<file path="src/rtl/rnsrc_pkg.sv">
package rnsrc_pkg;

  typedef enum logic {
    ADDER_COMPACT = 1'b0,
    ADDER_FAST    = 1'b1
  } rnsrc_adder_e;

  // value reduced modulo (2^w - 1), w below 63
  function automatic longint unsigned fold_mod(input longint unsigned v, input int unsigned w);
    longint unsigned m;
    m = (64'd1 << w) - 64'd1;
    return v % m;
  endfunction

  // product of the three moduli for a given N
  function automatic longint unsigned range_of(input int unsigned n);
    return (64'd1 << n) * ((64'd1 << (n + 1)) + 64'd1) * ((64'd1 << (n + 1)) - 64'd1);
  endfunction

endpackage

</file>
<file path="src/rtl/rnsrc_operand_map.sv">
module rnsrc_operand_map #(
  parameter int N = 8,
  localparam int W = 2 * N + 2
) (
  input  logic [N-1:0] x1_res,
  input  logic [N+1:0] x2_res,
  input  logic [N:0]   x3_res,
  output logic [W-1:0] op_inv,
  output logic [W-1:0] op_rot,
  output logic [W-1:0] op_dup
);

  // negated residues packed side by side (one's complement negation)
  assign op_inv = {~x1_res, ~x2_res};

  // x2 scaled by 2^(N+1) modulo 2^W-1: low N+1 bits moved up, top bit wrapped
  assign op_rot = {x2_res[N:0], {N{1'b0}}, x2_res[N+1]};

  // x3 multiplied by 2^(N+1)+1 modulo 2^W-1: two copies
  assign op_dup = {x3_res, x3_res};

endmodule

</file>
<file path="src/rtl/rnsrc_csa_eac.sv">
module rnsrc_csa_eac #(
  parameter int N = 8,
  localparam int W = 2 * N + 2
) (
  input  logic [W-1:0] in_a,
  input  logic [W-1:0] in_b,
  input  logic [W-1:0] in_c,
  output logic [W-1:0] sum_vec,
  output logic [W-1:0] cry_vec
);
  import rnsrc_pkg::*;

  logic [W-1:0] cry_raw;

  for (genvar i = 0; i < W; i++) begin : g_cell
    if (i >= 1 && i <= N) begin : g_half
      // in_b is zero at these positions: half adder on the other two
      assign sum_vec[i] = in_a[i] ^ in_c[i];
      assign cry_raw[i] = in_a[i] & in_c[i];
    end else begin : g_full
      assign sum_vec[i] = in_a[i] ^ in_b[i] ^ in_c[i];
      assign cry_raw[i] = (in_a[i] & in_b[i]) | (in_a[i] & in_c[i]) | (in_b[i] & in_c[i]);
    end
  end

  // carries move up one place; the top one wraps into bit 0
  assign cry_vec = {cry_raw[W-2:0], cry_raw[W-1]};

  always_comb begin

    csa_fold_chk: assert (fold_mod(longint'(sum_vec) + longint'(cry_vec), W) ==
                          fold_mod(longint'(in_a) + longint'(in_b) + longint'(in_c), W))
      else $error("carry-save stage lost value modulo 2^W-1");

    hole_zero_chk: assert (in_b[N:1] == '0)
      else $error("half-adder positions received a nonzero operand bit");
  end

endmodule

</file>
<file path="src/rtl/rnsrc_modadd.sv">
module rnsrc_modadd
  import rnsrc_pkg::*;
#(
  parameter int           W    = 18,
  parameter rnsrc_adder_e MODE = ADDER_COMPACT
) (
  input  logic [W-1:0] in_p,
  input  logic [W-1:0] in_q,
  output logic [W-1:0] y_out
);

  logic [W-1:0] raw_sum;
  logic         wrap_zero;

  if (MODE == ADDER_COMPACT) begin : g_compact
    logic [W:0] first;
    assign first   = {1'b0, in_p} + {1'b0, in_q};
    // feed the carry-out back in as carry-in
    assign raw_sum = first[W-1:0] + {{(W-1){1'b0}}, first[W]};
  end else begin : g_fast
    logic [W:0]   path0;
    logic [W-1:0] path1;
    assign path0   = {1'b0, in_p} + {1'b0, in_q};
    assign path1   = in_p + in_q + {{(W-1){1'b0}}, 1'b1};
    assign raw_sum = path0[W] ? path1 : path0[W-1:0];

    always_comb begin

      twin_step_chk: assert (path1 == path0[W-1:0] + {{(W-1){1'b0}}, 1'b1})
        else $error("parallel adders disagree by more than the carry-in");
    end
  end

  // all ones is the second code for zero
  assign wrap_zero = &raw_sum;
  assign y_out     = wrap_zero ? '0 : raw_sum;

  always_comb begin

    no_all_ones_chk: assert (y_out != {W{1'b1}})
      else $error("modular sum left as all ones");

    modadd_fold_chk: assert (longint'(y_out) == fold_mod(longint'(in_p) + longint'(in_q), W))
      else $error("final adder result wrong modulo 2^W-1");
  end

endmodule

</file>
<file path="src/rtl/rns3_reverse_conv.sv">
module rns3_reverse_conv
  import rnsrc_pkg::*;
#(
  parameter int           N    = 8,
  parameter rnsrc_adder_e MODE = ADDER_COMPACT
) (
  input  logic [N-1:0]   x1_res,
  input  logic [N+1:0]   x2_res,
  input  logic [N:0]     x3_res,
  output logic [3*N+1:0] value_out
);

  localparam int W = 2 * N + 2;
  localparam longint unsigned P2 = (64'd1 << (N + 1)) + 64'd1;
  localparam longint unsigned P3 = (64'd1 << (N + 1)) - 64'd1;
  localparam longint unsigned M  = range_of(N);

  logic [W-1:0] op_inv, op_rot, op_dup;
  logic [W-1:0] csa_sum, csa_cry;
  logic [W-1:0] y_val;

  rnsrc_operand_map #(.N(N)) u_map (
    .x1_res (x1_res),
    .x2_res (x2_res),
    .x3_res (x3_res),
    .op_inv (op_inv),
    .op_rot (op_rot),
    .op_dup (op_dup)
  );

  rnsrc_csa_eac #(.N(N)) u_csa (
    .in_a    (op_inv),
    .in_b    (op_rot),
    .in_c    (op_dup),
    .sum_vec (csa_sum),
    .cry_vec (csa_cry)
  );

  rnsrc_modadd #(.W(W), .MODE(MODE)) u_add (
    .in_p  (csa_sum),
    .in_q  (csa_cry),
    .y_out (y_val)
  );

  assign value_out = {y_val, x1_res};

  always_comb begin
    if (longint'(x2_res) < P2 && longint'(x3_res) < P3) begin

      residue_match_chk: assert (longint'(value_out) % P2 == longint'(x2_res) &&
                                 longint'(value_out) % P3 == longint'(x3_res) &&
                                 longint'(value_out) < M)
        else $error("converted value does not reproduce its residues");
    end
  end

endmodule

</file>
<file path="config.mk">
export PLATFORM = sky130hd
export DESIGN_NAME = rns3_reverse_conv
export DESIGN_NICKNAME = d
export VERILOG_FILES = /design/src/rtl/rnsrc_pkg.sv /design/src/rtl/rnsrc_operand_map.sv /design/src/rtl/rnsrc_csa_eac.sv /design/src/rtl/rnsrc_modadd.sv /design/src/rtl/rns3_reverse_conv.sv
export SDC_FILE = /design/constraint.sdc
export NUM_CORES = 1
export LEC_CHECK = 0
export CAP_MARGIN = 20
export CORE_ASPECT_RATIO = 1.5
export CORE_MARGIN = 5
export CORE_UTILIZATION = 58
export DETAILED_ROUTE_END_ITERATION = 7
export PLACE_DENSITY = 0.95
export SETUP_SLACK_MARGIN = 0.05
export SLEW_MARGIN = 10
export SYNTH_ARGS = -nofsm -noshare
export SYNTH_HDL_FRONTEND = slang
export SYNTH_SLANG_ARGS = --single-unit
export TNS_END_PERCENT = 50
</file>
<file path="constraint.sdc">
create_clock -name vclk -period 11.45
set_input_delay 2.29 -clock vclk [all_inputs]
set_output_delay 2.29 -clock vclk [all_outputs]
set_load 0.02 [all_outputs]
</file>
==> impl_metrics.env <==
export IMPL_outcome="finished, final reports clean"
export IMPL_antenna_diode_count=0
export IMPL_layoutNonFillerInstCount=388
export IMPL_placed_cells=387
export IMPL_setup_viol=0
export IMPL_worstPathMaxFanout=10
export IMPL_dr_total_vias=2372
export IMPL_slew_viol_final=0
export IMPL_grt_first_pass_wirelength_mm=9.56
export IMPL_synth_most_common_cell="inv_1"
export IMPL_ys_warn_count=0
export IMPL_yosysTopAreaCellShare_pct=15.8
export IMPL_wire_per_inst_um=15.0
export IMPL_first_pass_iters=5
export IMPL_fill_cells=281
export IMPL_dp_hpwl_mm=5.06
export IMPL_antenna_left=0
export IMPL_p_total_uw=329
export IMPL_syn_cell_area_um2=2210
export IMPL_avgSynthCellArea_um2=7.28
export IMPL_path_class="in2out"
export IMPL_syn_inst=304
export IMPL_fmax_mhz=92.0
export IMPL_io_pins=53
export IMPL_synth_top_area_cell="ha_1"
export IMPL_path_buf_inv=6
export IMPL_synthTopCellsByCount="inv_1 (45), nor2_1 (31), ha_1 (28)"
export IMPL_cp_slowest_cell="clkdlybuf4s50_1"
export IMPL_nClkBuffers=0
export IMPL_layout_drive_gt1_share_pct=4.93
export IMPL_rows=27
export IMPL_max_cap_violations=0
export IMPL_dieArea_um2=5180
export IMPL_antenna_found_initial=0
export IMPL_routabilityCongestion=0.915
export IMPL_relSlewSlack_pct=28.8
export IMPL_grt_remaining_overflow=0
export IMPL_tightest_slew_ns=1.06
export IMPL_fin_crit_sh_pct=95.0
export IMPL_use_met3_pct=0.602
export IMPL_hold_viol=0
export IMPL_die_width_um=60.5
export IMPL_end_kind="primary output"
export IMPL_wirelength_mm=5.82
export IMPL_hold_buffers=0
export IMPL_crit_family="compound AO/OA/AOI/OAI gates"
export IMPL_ys_seq_area_share_pct=0
export IMPL_grt_setup_unrepaired="no"
export IMPL_grt_max_degree=13
export IMPL_start_util_pct=60.1
export IMPL_syn2layout_area_growth_pct=22.9
export IMPL_design_seq_count=0
export IMPL_grt_pass1_vias=2173
export IMPL_required_ns=9.16
export IMPL_use_met1_pct=26.2
export IMPL_met2_usage_pct=43.9
export IMPL_grt_busiest_layer="met2"
export IMPL_hold_class="in2out"
export IMPL_peakVddDrop_v=0.0000806
export IMPL_fin_nets=413
export IMPL_fin_tns_setup_ns=0
export IMPL_synthTopCellsByArea="ha_1 (16%), fa_1 (9.9%), inv_1 (7.6%), xnor2_1 (7.5%), nor2_1 (5.3%)"
export IMPL_regArea_um2=0
export IMPL_start_kind="primary input"
export IMPL_dp_slack_ns=0.555
export IMPL_vias_per_cell=6.11
export IMPL_fin_ws_ns=0.577
export IMPL_drc_errors=0
export IMPL_port_buffers=53
export IMPL_dr_first_iter_drc_count=136
export IMPL_fin_crit_ns=10.87
export IMPL_core_um2=3680
export IMPL_synth_cell_types=61
export IMPL_grtUsageTotal_pct=22.8
export IMPL_die_height_um=85.7
export IMPL_cp_data_arrival_time_ns=8.58
export IMPL_cp_slowest_stage_delay_ns=0.54
export IMPL_powerDensity_nw_per_um2=121
export IMPL_syn_num_nets=370
export IMPL_p_leak_uw=0.00123
layer usage:
metal	share of wire, %	wire [um]	up-vias
met2	54	3160	102
met1	38	2240	1101
met4	3.0	177	0
li1	-	-	1147
met5	0	0	-
met3	4.1	241	22
layout make-up:
class	count	area, um2	share of cell area, %
Multi-Input combinational cell	245	1950	71.8
Timing Repair Buffer	55	546	20.0
Inverter	45	169	6.20
Tap cell	43	53.8	1.98
per-stage QoR:
| step | instance area, um2 | hold slack (ns) | utilization (%) |
|---|---|---|---|
| after floorplan | 2210 | 4.69 | - |
| after global placement | 2720 | 5.59 | 73.7 |
| after detailed placement | 2720 | 5.58 | 73.7 |
| after CTS | 2720 | 5.59 | 73.7 |
| after global routing | 2720 | 5.61 | 73.9 |
| final | 2720 | 5.59 | 73.9 |
what timing repair did:
item,in CTS,in global routing
endpoints found under the setup margin,0,10
buffers inserted,0,1
resized for setup,0,0
power by group:
group	leakage (uW)	internal [uW]	switching [uW]
combinational	0.00123	142	188
sequential	0	0	0
clock	0	0	0
path summary, 6_finish.rpt:
check                  from           end  cells after the start
setup / recovery  x2_res[0]  value_out[8]                     26
hold / removal    x1_res[0]  value_out[0]                      2
kinds of logic (layout without fill, tap and decap cells):
logic type	count (synthesis)	in the layout	synth area share [%]
compound gates	73	73	25.8
xor+xnor	27	27	11.4
simple gates	106	106	25.3
fa+ha+maj	39	39	25.8
buf+inv	59	100	11.8
cell usage in the layout, fill, tap and decap left out, types with 2 or more instances in the layout:
cell / instances
nand2_1: 21
a21boi_0: 4
nor2b_1: 6
clkdlybuf4s50_1: 53
fa_1: 11
or4_1: 3
nand4_1: 4
ha_1: 28
xor2_1: 6
buf_4: 2
or3_1: 3
o21ai_0: 8
o211ai_1: 3
a221o_1: 2
nor2_1: 31
a31oi_1: 4
xnor2_2: 2
o21a_1: 4
nand3_1: 9
inv_1: 45
nor3_1: 10
xnor2_1: 19
o211a_1: 2
a211oi_1: 5
and4_1: 2
nand2b_1: 4
a21oi_1: 16
a21o_1: 5
a211o_1: 2
nor4b_1: 2
No activity file was read; power rests on OpenSTA's default activity.
